$ cat src/rtl/adc_bgcal_pkg.sv
package adc_bgcal_pkg;

   typedef enum logic [1:0] {
      SEL_AIN   = 2'd0,
      SEL_SHORT = 2'd1,
      SEL_REF   = 2'd2
   } insel_e;

   typedef enum logic [2:0] {
      ST_RUN   = 3'd0,
      ST_SLEEP = 3'd1,
      ST_PWRUP = 3'd2,
      ST_WAIT1 = 3'd3,
      ST_WAIT2 = 3'd4
   } seq_st_e;

endpackage

$ cat src/rtl/bgcal_wake_det.sv
module bgcal_wake_det #(
   parameter int WAKE_HI = 4
) (
   input  logic clk,
   input  logic rst,
   input  logic asleep,
   input  logic go_sleep,
   input  logic cfg_cs_used,
   input  logic cfg_slave,
   input  logic cs_n,
   input  logic sdio,
   input  logic instr_rx,
   output logic ser_en
);
   localparam int CW = $clog2(WAKE_HI + 1);

   logic [CW-1:0] hi_cnt;
   logic          sdio_q;
   logic          line_wake;
   logic          wake_evt;

   initial assert (WAKE_HI >= 1) else $error("WAKE_HI must be at least 1");

   // Count clocks with the data line high; saturate at the threshold
   always_ff @(posedge clk) begin
      if (rst) begin
         hi_cnt <= '0;
         sdio_q <= 1'b0;
      end else begin
         sdio_q <= sdio;
         if (!sdio)
            hi_cnt <= '0;
         else if (hi_cnt != CW'(WAKE_HI))
            hi_cnt <= hi_cnt + 1'b1;
      end
   end

   assign line_wake = sdio_q && !sdio && (hi_cnt == CW'(WAKE_HI));

   always_comb begin
      if (cfg_cs_used)
         wake_evt = !cs_n;
      else if (cfg_slave)
         wake_evt = instr_rx;
      else
         wake_evt = line_wake;
   end

   always_ff @(posedge clk) begin
      if (rst)
         ser_en <= 1'b1;
      else if (go_sleep)
         ser_en <= 1'b0;
      else if (asleep && !ser_en && wake_evt)
         ser_en <= 1'b1;
   end

   // serial access is cut on entry to sleep
   p_ser_cut_r8: assert property (@(posedge clk) disable iff (rst)
      $past(go_sleep) |-> !ser_en);

   // a data-line wake only follows a full high period
   p_line_wake_r10: assert property (@(posedge clk) disable iff (rst)
      ($rose(ser_en) && !cfg_cs_used && !cfg_slave) |-> ($past(hi_cnt) == CW'(WAKE_HI)));

endmodule

$ cat src/rtl/bgcal_phase_gen.sv
module bgcal_phase_gen #(
   parameter int CYC_LEN = 6,
   parameter int REF_CYC = 3
) (
   input  logic clk,
   input  logic rst,
   input  logic load,
   input  logic adv,
   output logic ph_valid,
   output logic ph_ref,
   output logic ph_gain_start
);
   localparam int PW = (CYC_LEN > 1) ? $clog2(CYC_LEN) : 1;

   logic [PW-1:0] phase;
   logic [PW-1:0] phase_nx;

   initial assert (REF_CYC >= 1 && REF_CYC + 2 <= CYC_LEN)
      else $error("pattern needs one valid, REF_CYC reference and at least one fill cycle");

   generate
      if ((CYC_LEN & (CYC_LEN - 1)) == 0) begin : g_pow2
         assign phase_nx = phase + 1'b1;
      end else begin : g_cmp
         assign phase_nx = (phase == PW'(CYC_LEN - 1)) ? '0 : phase + 1'b1;
      end
   endgenerate

   always_ff @(posedge clk) begin
      if (rst)
         phase <= '0;
      else if (load)
         phase <= PW'(1);
      else if (adv)
         phase <= phase_nx;
   end

   assign ph_valid      = (phase == '0);
   assign ph_ref        = (phase != '0) && (phase <= PW'(REF_CYC));
   assign ph_gain_start = (phase == PW'(1));

   // phase stays inside the pattern
   p_phase_range_r5: assert property (@(posedge clk) disable iff (rst)
      phase < PW'(CYC_LEN));

endmodule

$ cat src/rtl/bgcal_mode_ctl.sv
module bgcal_mode_ctl
   import adc_bgcal_pkg::*;
#(
   parameter int                MODE_W     = 3,
   parameter logic [MODE_W-1:0] SLEEP_CODE = 3'b110,
   parameter logic [MODE_W-1:0] BKG_CODE   = 3'b001,
   parameter int                PWRUP_CLKS = 8
) (
   input  logic              clk,
   input  logic              rst,
   input  logic              tick,
   input  logic              mode_wr,
   input  logic [MODE_W-1:0] mode_val,
   input  logic              ser_en,
   output seq_st_e           st,
   output logic              bkg_on,
   output logic              go_sleep,
   output logic              load_ph
);
   localparam int PCW = $clog2(PWRUP_CLKS + 1);

   logic [PCW-1:0] pw_cnt;
   logic           acc;
   logic           is_sleep;
   logic           is_bkg;

   initial assert (PWRUP_CLKS >= 1) else $error("PWRUP_CLKS must be at least 1");
   initial assert (SLEEP_CODE != BKG_CODE) else $error("mode codes collide");

   assign is_sleep = (mode_val == SLEEP_CODE);
   assign is_bkg   = (mode_val == BKG_CODE);
   assign acc      = mode_wr && ((st == ST_RUN) || ((st == ST_SLEEP) && ser_en));
   assign go_sleep = acc && (st == ST_RUN) && is_sleep;

   always_comb begin
      load_ph = 1'b0;
      if (acc && is_bkg) begin
         if (st == ST_RUN)
            load_ph = !bkg_on;
         else
            load_ph = 1'b1;
      end
   end

   always_ff @(posedge clk) begin
      if (rst) begin
         st     <= ST_RUN;
         bkg_on <= 1'b0;
         pw_cnt <= '0;
      end else begin
         case (st)
            ST_RUN: begin
               if (go_sleep)
                  st <= ST_SLEEP;
               else if (acc)
                  bkg_on <= is_bkg;
            end
            ST_SLEEP: begin
               if (acc && !is_sleep) begin
                  bkg_on <= is_bkg;
                  pw_cnt <= '0;
                  st     <= ST_PWRUP;
               end
            end
            ST_PWRUP: begin
               if (pw_cnt == PCW'(PWRUP_CLKS - 1))
                  st <= ST_WAIT1;
               else
                  pw_cnt <= pw_cnt + 1'b1;
            end
            ST_WAIT1: if (tick) st <= ST_WAIT2;
            ST_WAIT2: if (tick) st <= ST_RUN;
            default:  st <= ST_RUN;
         endcase
      end
   end

   // without serial access, sleep cannot be left
   p_sleep_locked_r12: assert property (@(posedge clk) disable iff (rst)
      (st == ST_SLEEP && !ser_en) |=> (st == ST_SLEEP));

   // the wake sequence moves forward only
   p_wake_order_r13: assert property (@(posedge clk) disable iff (rst)
      (st == ST_WAIT1) |=> (st == ST_WAIT1 || st == ST_WAIT2));

endmodule

$ cat src/rtl/adc_bgcal_seq.sv
module adc_bgcal_seq
   import adc_bgcal_pkg::*;
#(
   parameter int           MODE_W     = 3,
   parameter logic [2:0]   SLEEP_CODE = 3'b110,
   parameter logic [2:0]   BKG_CODE   = 3'b001,
   parameter int           CYC_LEN    = 6,
   parameter int           REF_CYC    = 3,
   parameter int           WAKE_HI    = 4,
   parameter int           PWRUP_CLKS = 8
) (
   input  logic        clk,
   input  logic        rst,
   input  logic        conv_tick,
   input  logic        mode_wr,
   input  logic [2:0]  mode_val,
   input  logic        cfg_cs_used,
   input  logic        cfg_slave,
   input  logic        cs_n,
   input  logic        sdio,
   input  logic        instr_rx,
   output logic [1:0]  in_sel,
   output logic        ofs_cal_go,
   output logic        gain_cal_go,
   output logic        drdy_n,
   output logic        ser_en
);
   seq_st_e st;
   logic    bkg_on, go_sleep, load_ph, adv;
   logic    ph_valid, ph_ref, ph_gain_start;
   logic    emit_run;
   logic    asleep;

   initial assert (MODE_W == 3) else $error("mode field is three bits wide");

   bgcal_mode_ctl #(
      .MODE_W(MODE_W), .SLEEP_CODE(SLEEP_CODE), .BKG_CODE(BKG_CODE),
      .PWRUP_CLKS(PWRUP_CLKS)
   ) u_ctl (
      .clk(clk), .rst(rst), .tick(conv_tick), .mode_wr(mode_wr),
      .mode_val(mode_val), .ser_en(ser_en), .st(st), .bkg_on(bkg_on),
      .go_sleep(go_sleep), .load_ph(load_ph)
   );

   bgcal_phase_gen #(.CYC_LEN(CYC_LEN), .REF_CYC(REF_CYC)) u_ph (
      .clk(clk), .rst(rst), .load(load_ph), .adv(adv),
      .ph_valid(ph_valid), .ph_ref(ph_ref), .ph_gain_start(ph_gain_start)
   );

   assign asleep = (st == ST_SLEEP);

   bgcal_wake_det #(.WAKE_HI(WAKE_HI)) u_wake (
      .clk(clk), .rst(rst), .asleep(asleep), .go_sleep(go_sleep),
      .cfg_cs_used(cfg_cs_used), .cfg_slave(cfg_slave), .cs_n(cs_n),
      .sdio(sdio), .instr_rx(instr_rx), .ser_en(ser_en)
   );

   assign emit_run = conv_tick && !go_sleep && ((st == ST_RUN) || (st == ST_WAIT2));
   assign adv      = emit_run && bkg_on;

   always_ff @(posedge clk) begin
      if (rst) begin
         drdy_n      <= 1'b1;
         in_sel      <= SEL_AIN;
         ofs_cal_go  <= 1'b0;
         gain_cal_go <= 1'b0;
      end else begin
         ofs_cal_go  <= 1'b0;
         gain_cal_go <= 1'b0;
         if (go_sleep) begin
            drdy_n <= 1'b1;
            in_sel <= SEL_AIN;
         end else if (emit_run && bkg_on) begin
            drdy_n      <= !ph_valid;
            in_sel      <= ph_valid ? SEL_SHORT : (ph_ref ? SEL_REF : SEL_AIN);
            ofs_cal_go  <= ph_valid;
            gain_cal_go <= ph_gain_start;
         end else if (emit_run) begin
            drdy_n <= (st == ST_WAIT2);
            in_sel <= SEL_AIN;
         end else if (conv_tick && st == ST_WAIT1) begin
            drdy_n <= 1'b1;
            in_sel <= SEL_AIN;
         end
      end
   end

   // offset start only in the shorted valid-data cycle
   p_ofs_short_r3: assert property (@(posedge clk) disable iff (rst)
      ofs_cal_go |-> (!drdy_n && in_sel == SEL_SHORT));

   // gain start only with the reference connected and no data
   p_gain_ref_r4: assert property (@(posedge clk) disable iff (rst)
      gain_cal_go |-> (drdy_n && in_sel == SEL_REF));

   // pulses are one clock wide
   p_ofs_pulse_r7: assert property (@(posedge clk) disable iff (rst)
      ofs_cal_go |=> !ofs_cal_go);
   p_gain_pulse_r7: assert property (@(posedge clk) disable iff (rst)
      gain_cal_go |=> !gain_cal_go);

   // no change between strobes
   p_hold_r7: assert property (@(posedge clk) disable iff (rst)
      (!$past(conv_tick) && !$past(go_sleep) && !$past(rst)) |-> ($stable(drdy_n) && $stable(in_sel)));

   // sleep and power-up are quiet
   p_sleep_quiet_r8: assert property (@(posedge clk) disable iff (rst)
      (st == ST_SLEEP || st == ST_PWRUP) |-> (drdy_n && !ofs_cal_go && !gain_cal_go));

   // no valid data while settling
   p_settle_quiet_r13: assert property (@(posedge clk) disable iff (rst)
      (st == ST_WAIT1 || st == ST_WAIT2) |-> drdy_n);

endmodule

$ cat config.mk
export PLATFORM = sky130hd
export DESIGN_NAME = adc_bgcal_seq
export DESIGN_NICKNAME = d
export VERILOG_FILES = /design/src/rtl/adc_bgcal_pkg.sv /design/src/rtl/bgcal_wake_det.sv /design/src/rtl/bgcal_phase_gen.sv /design/src/rtl/bgcal_mode_ctl.sv /design/src/rtl/adc_bgcal_seq.sv
export SDC_FILE = /design/constraint.sdc
export NUM_CORES = 1
export LEC_CHECK = 0
export CELL_PAD_IN_SITES_DETAIL_PLACEMENT = 1
export CELL_PAD_IN_SITES_GLOBAL_PLACEMENT = 1
export CORE_UTILIZATION = 30
export CTS_CLUSTER_DIAMETER = 50
export CTS_CLUSTER_SIZE = 28
export DETAILED_ROUTE_END_ITERATION = 6
export GPL_TIMING_DRIVEN = 1
export PLACE_DENSITY = 0.64
export SKIP_CTS_REPAIR_TIMING = 1
export SYNTH_ARGS = -nofsm -noshare
export SYNTH_HDL_FRONTEND = slang
export SYNTH_SLANG_ARGS = --single-unit
$ cat constraint.sdc
create_clock -name clk -period 1.9 [get_ports clk]
set_input_delay 0.285 -clock clk [delete_from_list [all_inputs] [get_ports clk]]
set_output_delay 0.285 -clock clk [all_outputs]
set_load 0.01 [all_outputs]
* Yosys cells after proc, flatten, opt, wreduce, memory -nomap -nowiden
Cells that the tools add are included.
** Word-level totals
- Flip-flop bits (word level) :: 21
- Bits in latches :: 0
- RAM bits :: 0
- Memory bits (read-only) :: 0
- Input port bits :: 12
- Word-level logic and storage cells :: 106
- Memories :: 0
** Cells by class
- Add/subtract/negate cells :: 3
- Multiply operators :: 0
- Divide/modulo/power cells :: 0
- $lt $le $gt $ge :: 1
- Eq/ne operators :: 19
- Shift operators :: 0
- Multiplexer cells :: 30
- Bitwise operators :: 2
- Reduce and logical (&&, ||, !) cells :: 39
** Operators by type and width (count)
- $mux W3 :: 6
- $logic_and A1 B1 Y1 :: 15
- $pmux W3 S5 :: 1
- $mux W1 :: 14
- $eq A3 B3 Y1 const B :: 4
- $ne A2 B2 Y1 const B :: 6
- $mux W2 :: 5
- $eq A3 B1 Y1 const B :: 3
- $mux W4 :: 2
- $pmux W4 S2 :: 1
- $reduce_bool A2 Y1 :: 4
- $logic_not A1 Y1 :: 7
- $add A3 B1 Y3 const B :: 2
- $eq A3 B2 Y1 const B :: 2
- $logic_not A3 Y1 :: 2
- $reduce_bool A3 Y1 :: 2
- $reduce_or A2 Y1 :: 3
- $reduce_and A5 Y1 :: 1
- $add A4 B1 Y4 const B :: 1
- $eq A4 B3 Y1 const B :: 1
- $ne A2 B1 Y1 const B :: 2
- $reduce_and A4 Y1 :: 1
- $le A3 B2 Y1 const B :: 1
- $ne A3 B3 Y1 const B :: 1
- other kinds (5) :: 7

* Longest topological paths before layout
Gate-level depths: netlist of run 1.
- Depth in word-level cells :: 12
- Mapped depth :: 6
- Mapped depth without buffers :: 6

* Modules after synthesis
From an unflattened synthesis of run 1, not the netlist that was laid out.
** Unflattened totals
- Cell total of the unflattened synthesis :: 127
- Area, all modules :: 1098.6 µm²
** Modules (own cells, without submodules)
- bgcal_mode_ctl :: times used 1, cells each 55, area an instance 450.4 µm²
- adc_bgcal_seq :: times used 1, cells each 24, area an instance 230.2 µm²
- bgcal_wake_det :: times used 1, cells each 28, area an instance 227.7 µm²
- bgcal_phase_gen :: times used 1, cells each 20, area an instance 190.2 µm²

* Least setup slack after synthesis of run 1
No wires, ideal clock.
- Path type :: register -> register
- Start :: register u_ctl.st[1]
- End :: register drdy_n
- Data arrival time :: 1131 ps
- Data required time :: 1779 ps
- Slack :: 649 ps
- Stages on the path, launching flop included :: 6
- Cells stage by stage :: dfxtp_1 > buf_6 > and4b_4 > a311oi_2 > nor2b_1 > o21bai_1
** Between the ends
- Longest elaborated chain between the ends :: 11
- Elaborated cells between the ends (all ways) :: 19
- Those cells by class :: eq/ne (3); mux (2); reduce/logical (14)
** Ends and longest elaborated chain
- start, declared :: RTL line bgcal_mode_ctl.sv:15 : output seq_st_e st,
- start signal, assigned :: RTL line bgcal_mode_ctl.sv:47 : st <= ST_RUN;
- start signal, assigned :: RTL line bgcal_mode_ctl.sv:54 : st <= ST_SLEEP;
- start signal, assigned :: RTL line bgcal_mode_ctl.sv:62 : st <= ST_PWRUP;
- $eq A3 B1 Y1 :: RTL line bgcal_mode_ctl.sv:32 : assign acc = mode_wr && ((st == ST_RUN) || ((st == ST_SLEEP) && ser_en));
- $logic_and A1 B1 Y1 :: RTL line bgcal_mode_ctl.sv:32
- $logic_or A1 B1 Y1 :: RTL line bgcal_mode_ctl.sv:32
- $logic_and A1 B1 Y1 :: RTL line bgcal_mode_ctl.sv:32
- $logic_and A1 B1 Y1 (2 in series) :: RTL line bgcal_mode_ctl.sv:33 : assign go_sleep = acc && (st == ST_RUN) && is_sleep;
- $logic_not A1 Y1 :: RTL line adc_bgcal_seq.sv:58 : assign emit_run = conv_tick && !go_sleep && ((st == ST_RUN) || (st == ST_WAIT2));
- $logic_and A1 B1 Y1 (2 in series) :: RTL line adc_bgcal_seq.sv:58
- $mux W1 / $logic_and A1 B1 Y1 (equally long branches) :: RTL line adc_bgcal_seq.sv:78, adc_bgcal_seq.sv:73
- $mux W1 / $reduce_bool A3 Y1 (equally long branches)
- end signal, assigned :: RTL line adc_bgcal_seq.sv:74 : drdy_n <= !ph_valid;
- end signal, assigned :: RTL line adc_bgcal_seq.sv:79 : drdy_n <= (st == ST_WAIT2);
- end, declared :: RTL line adc_bgcal_seq.sv:25 : output logic drdy_n,
Parallel ways exist; a longest one is shown, timed or not.
A chain may end at the register's enable or synchronous reset.

* Final worst setup path of run 1
- Start :: register u_ctl.st[1]
- End :: register u_ctl.pw_cnt[1]
** Between the ends
- Longest elaborated chain between the ends :: 7
- Elaborated cells between the ends (all ways) :: 12
- Those cells by class :: eq/ne (4); mux (1); reduce/logical (7)
** Ends and longest elaborated chain
- $eq A3 B1 Y1 :: RTL line bgcal_mode_ctl.sv:32, bgcal_mode_ctl.sv:51
- $logic_and A1 B1 Y1 :: RTL line bgcal_mode_ctl.sv:32
- $logic_or A1 B1 Y1 :: RTL line bgcal_mode_ctl.sv:32
- $logic_and A1 B1 Y1 :: RTL line bgcal_mode_ctl.sv:32
- $logic_and A1 B1 Y1 :: RTL line bgcal_mode_ctl.sv:59 : if (acc && !is_sleep) begin
- $ne A2 B2 Y1 (no source line)
- $reduce_and A3 Y1 (no source line)
- end signal, assigned :: RTL line bgcal_mode_ctl.sv:69 : pw_cnt <= pw_cnt + 1'b1;
- end, declared :: RTL line bgcal_mode_ctl.sv:22 : logic [PCW-1:0] pw_cnt;
Parallel ways exist; a longest one is shown, timed or not.

==> results.cfg, run 1 <==
[drt]
dr.pass1.iters = 4
antenna_left = 0
vias_per_cell = 5.21
detailedRoute.firstIterationViolations = 14
drt-total-wl_um = 2610
drcViolationCount = 0
drt-wirelength-per-cell_um = 13.4
detailroute.via_count = 1010

[setup_path]
crit_path_cell_trace = nor3b_4, nand2_1, nand2_1, mux2i_1
regToRegEndpoint = u_ctl.pw_cnt[1]
cp-end-kind = flip-flop
ff2ff_setup_slack_ns = 0.31
critical-path-slowest-cell = sky130_fd_sc_hd__dfxtp_1
critical_path.max_fanout = 13
r2r.worst_path.cells = 4
worst_ep_required_time_ns = 2.10
cpPeakStageDelay_ns = 0.66
startpoint_type_of_the_worst_setup_path = flip-flop
cp.arrival_ns = 1.79
regToRegStartpoint = u_ctl.st[1]
path_common_cell = sky130_fd_sc_hd__nand2_1
cp_class = flip-flop to flip-flop

[logic_synthesis]
synth.avg_cell_area_um2 = 8.80
ys.warnings.count = 0
synth_mux_area_share_pct = 3.53
yosys_register_bits = 21
synth_seq_area_share_pct = 37.0
postSynth.topFlopCell = sky130_fd_sc_hd__dfxtp_1
synth.lib_cells_used.distinct = 41
syn_area_mm2 = 0.00113
synth_cells = 129
simple_gate_share_of_the_synthesized_area_pct = 32.0
synth_compound_gate_area_share_pct = 16.2
ys_async_sr_fraction_pct = 0
synth_area_leaders = sky130_fd_sc_hd__dfxtp_1 (37%), sky130_fd_sc_hd__a21oi_1 (4.9%), sky130_fd_sc_hd__ha_1 (4.4%), sky130_fd_sc_hd__nand2_1 (4.0%), sky130_fd_sc_hd__nand2b_1 (3.9%)
synth_top_area_share_pct = 37.0
synth_nets = 145
synthDominantAreaCellType = sky130_fd_sc_hd__dfxtp_1
synth_edf_count = 0
post_synth_xor_area_fraction_pct = 1.54
synth-adder-area-share_pct = 4.41
dominant_combinational_cell_family_by_area_after_synthesis = simple AND/OR/NAND/NOR gates

[floorplanning]
die_area_mm2 = 0.00403
fp.dieH_um = 63.5
placeableCoreArea_mm2 = 0.00347
placement_rows = 21
top_level_ports = 18
floorplan.initialDensity_pct = 32.7
die-width_um = 63.5

[layout]
post-route-cell-area_mm2 = 0.00139
mostFrequentLayoutCell = sky130_fd_sc_hd__dfxtp_1
num-nets-final = 165
fillerInstances = 435
synthToLayoutAreaGrowth_pct = 22.5
antenna_cell_count = 0
post_route_cells_drive_above_1_share_pct = 8.78
sequential_cell_area_um2 = 420
multi_input_comb_area_um2 = 654
layout_common_cells = sky130_fd_sc_hd__dfxtp_1 (21), sky130_fd_sc_hd__clkdlybuf4s50_1 (17), sky130_fd_sc_hd__nand2_1 (12), sky130_fd_sc_hd__a21oi_1 (11), sky130_fd_sc_hd__nor2_1 (10)

[worst_hold_path]
min-delay-path-class = flip-flop to flip-flop
worstHoldStart = in_sel[0]
holdPathEnd = in_sel[0]
hold_path_depth = 2

[pwr]
total_switching_power_mw = 0.210
power_share_of_the_clock_group_pct = 35.2
power_density_mw_per_mm2 = 618
static-leakage-power_nw = 0.499
sw_frac_of_total_pct = 24.5
worst_ir_drop_vdd_mv = 0.188
p_comb_share_pct = 11.1
p_total_mw = 0.859
pint_mw = 0.649
seq_power_share_pct = 53.7

[timing]
min_period_ns = 1.59
tns_ns = 0
clock_skews_ns = 0.00163
min_period_over_period_pct = 83.9
timing.final.setup_violations = 0
max_clock_freq_mhz = 627
tightest_slew_ns = 0.526
grt_setup_unrepaired = no
hold_viol = 0
final-max-slew-violation-count = 0
max-slew-margin-rel_pct = 64.9
fin_hold_ws_ns = 0.463

[global_route]
grt.total_usage_pct = 14.6
grtUsageMet3_pct = 1.81
busiest_layer = met2
grt_use_met1_pct = 15.0
grt_overflow = 0
met2_track_demand_over_resource_in_global_routing_pct = 28.7
grt_first_pass_wirelength_um = 4630
grt_antenna_before_repair = 0
vias_in_the_first_global_route = 1066
largest_net_degree_at_the_start_of_global_routing = 14

[place]
dpl.hpwl_um = 2070
finalWeightedCongestion = 0.688
placed_cell_area_mm2 = 0.00134
portBuffers = 17

[clocking]
clkTransAtPathRegs_ns = 0.08
tritoncts_num_sinks = 21
htreeDepth = 1
clock_tree_from_tritoncts = done
clock_latency_ns = 0.26
cts_made_buffers = 3
ctsRootBufferMaster = sky130_fd_sc_hd__clkbuf_8
cts.path.max_buffers = 2

[job]
cap_violations = 0

[outcome]
outcome = completed
## through the flow
step	utilization [%]	worst slack, ns	cells
detailed placement	38.7	0.0526	190
CTS	40.1	0.305	194
global placement	38.7	0.117	190
finish	40.1	0.306	194
floorplan	-	0.649	129
global route	40.1	0.131	194
## kinds of logic (layout without fill, tap and decap cells)
kind of cell,Yosys count,after routing
compound gates,28,28
xor+xnor,2,2
fa+ha+maj,4,4
buf+inv,11,30
flops,21,21
mux,4,4
simple gates,59,59
## registers in the layout (all words and copies together) (netlist names), 2 cells and up
signal	flops
in_sel	2
u_ctl.pw_cnt	4
u_ctl.st	3
u_ph.phase	3
u_wake.hi_cnt	3
## cell type report
class	count	area share [%]
clock inverters	1	0.360
clock buffers	3	2.97
multi-input cells	97	47.1
inverters	7	1.89
well taps	46	4.14
repair buffers	19	13.3
flip-flops and latches	21	30.2
## worst max-delay path, delay by kind of cell (launching register included)
family | cells | cell delay [ns]
multiplexers | 1 | 0.19
flip-flops | 1 | 0.66
AND/OR/NAND/NOR | 3 | 0.68
## worst max-delay path by stage
stage,to,slack (ns),startpoint
final,u_ctl.pw_cnt[1],0.31,u_ctl.st[1]
after global routing,u_ctl.pw_cnt[1],0.13,u_ctl.st[1]
after CTS,u_ctl.pw_cnt[0],0.31,u_ctl.st[1]
after detailed placement,drdy_n,0.05,mode_wr
after global placement,drdy_n,0.12,mode_val[1]
after floorplan,drdy_n,0.65,u_ctl.st[1]
## layer usage
metal	up-vias	wire length, µm
li1	500	-
met1	487	1140
met2	18	1340
met3	5	81
met4	0	49
met5	-	0
## Yosys cell counts, types with 2 or more instances
library cell,n
sky130_fd_sc_hd__dfxtp_1,21
sky130_fd_sc_hd__nand2_1,12
sky130_fd_sc_hd__a21oi_1,11
sky130_fd_sc_hd__nor2_1,10
sky130_fd_sc_hd__inv_1,7
sky130_fd_sc_hd__nand2b_1,7
sky130_fd_sc_hd__nor3_1,6
sky130_fd_sc_hd__ha_1,4
sky130_fd_sc_hd__mux2i_1,4
sky130_fd_sc_hd__nand3_1,4
sky130_fd_sc_hd__a31oi_1,3
sky130_fd_sc_hd__nand3b_1,3
sky130_fd_sc_hd__a211oi_1,2
sky130_fd_sc_hd__and2_1,2
sky130_fd_sc_hd__buf_6,2
sky130_fd_sc_hd__nand4b_1,2
sky130_fd_sc_hd__nor2b_1,2
sky130_fd_sc_hd__nor3b_4,2
sky130_fd_sc_hd__o21ai_0,2
sky130_fd_sc_hd__xnor2_1,2
## power by group through the flow
stage                     combinational (mW)  sequential [mW]  clock, mW
after floorplan                       0.0524            0.468          0
after global placement                0.0924            0.472          0
after detailed placement              0.0959            0.472          0
after CTS                             0.0966            0.462      0.315
after global routing                   0.105            0.464      0.332
final                                 0.0951            0.462      0.303
No activity file was read; power rests on OpenSTA's default activity.
==> run 2: changes to the inputs <==
--- a/config.mk
+++ b/config.mk
@@ -12,7 +12,7 @@
 export CTS_CLUSTER_SIZE = 28
 export DETAILED_ROUTE_END_ITERATION = 6
 export GPL_TIMING_DRIVEN = 1
-export PLACE_DENSITY = 0.64
+export PLACE_DENSITY = 0.66
 export SKIP_CTS_REPAIR_TIMING = 1
 export SYNTH_ARGS = -nofsm -noshare
 export SYNTH_HDL_FRONTEND = slang
==> constraint.sdc (replaced) <==
create_clock -name clk -period 1.3 [get_ports clk]
set_input_delay 0.195 -clock clk [delete_from_list [all_inputs] [get_ports clk]]
set_output_delay 0.195 -clock clk [all_outputs]
set_load 0.01 [all_outputs]
==> run 2 against run 1 <==
The flow now finishes with violations (negative setup slack). Clock power is 46% higher. Sequential share of layout area shrank 5.6 points. Count of clock-buffer cells in the layout unchanged. Wire length rose by 34%. Clock skew up 0.0081 ns.
==> results.cfg, run 2 (same netlist as run 1, synthesis figures left out) <==
[outcome]
outcome = finished with violations
failed_checks = negative setup slack

[global_route]
grt_overflow = 0
vias_in_the_first_global_route = 1210
grt_antenna_before_repair = 0
grt.total_usage_pct = 16.5
grt_first_pass_wirelength_um = 5300
largest_net_degree_at_the_start_of_global_routing = 13

[setup_path]
cp_class = flip-flop to flip-flop
critical_path.max_fanout = 7
critPathTopFamily = compound AO/OA/AOI/OAI gates
crit_path_cell_trace = buf_6, and4b_4, a311oi_4, nor2b_1, o21bai_1
cpPeakStageDelay_ns = 0.38
critical-path-slowest-cell = sky130_fd_sc_hd__dfxtp_4
startpoint_type_of_the_worst_setup_path = flip-flop
critical_path.n_buffers_inverters = 1
worst_ep_required_time_ns = 1.45
cp-end-kind = flip-flop
cp.arrival_ns = 1.54

[timing]
max_clock_freq_mhz = 719
clock_skews_ns = 0.00974
final-max-slew-violation-count = 0
grt_setup_unrepaired = yes
hold_viol = 0
fin_ws_ns = -0.0907
timing.final.setup_violations = 5
min_period_over_period_pct = 107
tightest_slew_ns = 0.358
max-slew-margin-rel_pct = 76.0
tns_ns = -0.249
min_period_ns = 1.39

[clocking]
htreeDepth = 1
cts.path.max_buffers = 2
clkTransAtPathRegs_ns = 0.09
clock_latency_ns = 0.27
cts_made_buffers = 3
tritoncts_num_sinks = 21
ctsRootBufferMaster = sky130_fd_sc_hd__clkbuf_8
clock_tree_from_tritoncts = done

[drt]
dr.pass1.iters = 4
drt-total-wl_um = 3500
vias_per_cell = 5.15
antenna_left = 0
drcViolationCount = 0
detailedRoute.firstIterationViolations = 33
drt-wirelength-per-cell_um = 15.9
detailroute.via_count = 1132

[layout]
antenna_cell_count = 0
post_route_cells_drive_above_1_share_pct = 37.4
register_with_the_highest_flop_count = u_ctl.pw_cnt
num-nets-final = 191
fillerInstances = 411
mostFrequentLayoutCell = sky130_fd_sc_hd__buf_4
synthToLayoutAreaGrowth_pct = 56.3
finish.cell_count_without_fillers = 220
layout_common_cells = sky130_fd_sc_hd__buf_4 (22), sky130_fd_sc_hd__dfxtp_1 (13), sky130_fd_sc_hd__dlymetal6s2s_1 (11), sky130_fd_sc_hd__nor2_1 (10), sky130_fd_sc_hd__nand2_1 (9)
layout.core_utilization_pct = 51.2
largest_reg_flops = 4

[pwr]
static-leakage-power_nw = 0.790
p_total_mw = 1.31
worst_ir_drop_vdd_mv = 0.487
power_density_mw_per_mm2 = 740

[floorplanning]
top_level_ports = 18
placement_rows = 21
die_area_mm2 = 0.00403
fp.dieH_um = 63.5
placeableCoreArea_mm2 = 0.00347
floorplan.initialDensity_pct = 32.7
die-width_um = 63.5

[place]
dpl.hpwl_um = 2500
place.detailed.instances = 213
finalWeightedCongestion = 0.746
place_ws_ns = -0.440
portBuffers = 17

[job]
cap_violations = 0

[worst_hold_path]
min-delay-path-class = input port to flip-flop
## run 2: metrics by stage
stage,cell area [µm²],hold WS (ns)
after floorplan,1130,0.352
after global placement,1530,0.459
after detailed placement,1530,0.470
after CTS,1580,0.482
after global routing,1770,0.427
final,1770,0.381
## run 2: path summary, 6_finish.rpt
check | from | to | slack (ns) | depth (start not counted)
setup / recovery | u_ctl.st[0] | drdy_n | -0.09 | 5
setup reg to reg | u_ctl.st[0] | drdy_n | -0.09 | 5
hold / removal | conv_tick | u_ctl.st[2] | 0.38 | 4
hold reg to reg | in_sel[1] | in_sel[1] | 0.48 | 2
## run 2: cell type report
class                   instances  area, µm²  area share (%)
inverters                       7       26.3            1.48
multi-input cells              97        767            43.2
well taps                      46       57.6            3.24
clock inverters                 1       5.00           0.282
repair buffers                 45        439            24.8
clock buffers                   3       41.3            2.33
flip-flops and latches         21        438            24.7
## run 2: where the power goes
| part | leakage (nW) | switching (mW) | internal, mW | total, mW |
|---|---|---|---|---|
| Combinational | 0.589 | 0.0881 | 0.115 | 0.203 |
| Sequential | 0.175 | 0.0149 | 0.653 | 0.668 |
| Clock | 0.0255 | 0.228 | 0.214 | 0.442 |
| Total | 0.790 | 0.331 | 0.982 | 1.31 |
## run 2: worst register-to-register path: stages, from the launching register on
cell                       delay (ns)
sky130_fd_sc_hd__dfxtp_4         0.38
sky130_fd_sc_hd__buf_6           0.13
sky130_fd_sc_hd__and4b_4         0.19
sky130_fd_sc_hd__a311oi_4        0.29
sky130_fd_sc_hd__nor2b_1         0.19
sky130_fd_sc_hd__o21bai_1        0.10
## run 2: per-layer routing
layer	vias to the layer above	track usage [%]	part of all wire [%]	wire, µm
met5	-	0	0	0
met4	0	3.69	0.77	27
met3	3	4.17	3.2	112
met2	27	31.5	54	1880
met1	553	17.9	42	1480
li1	549	-	-	-
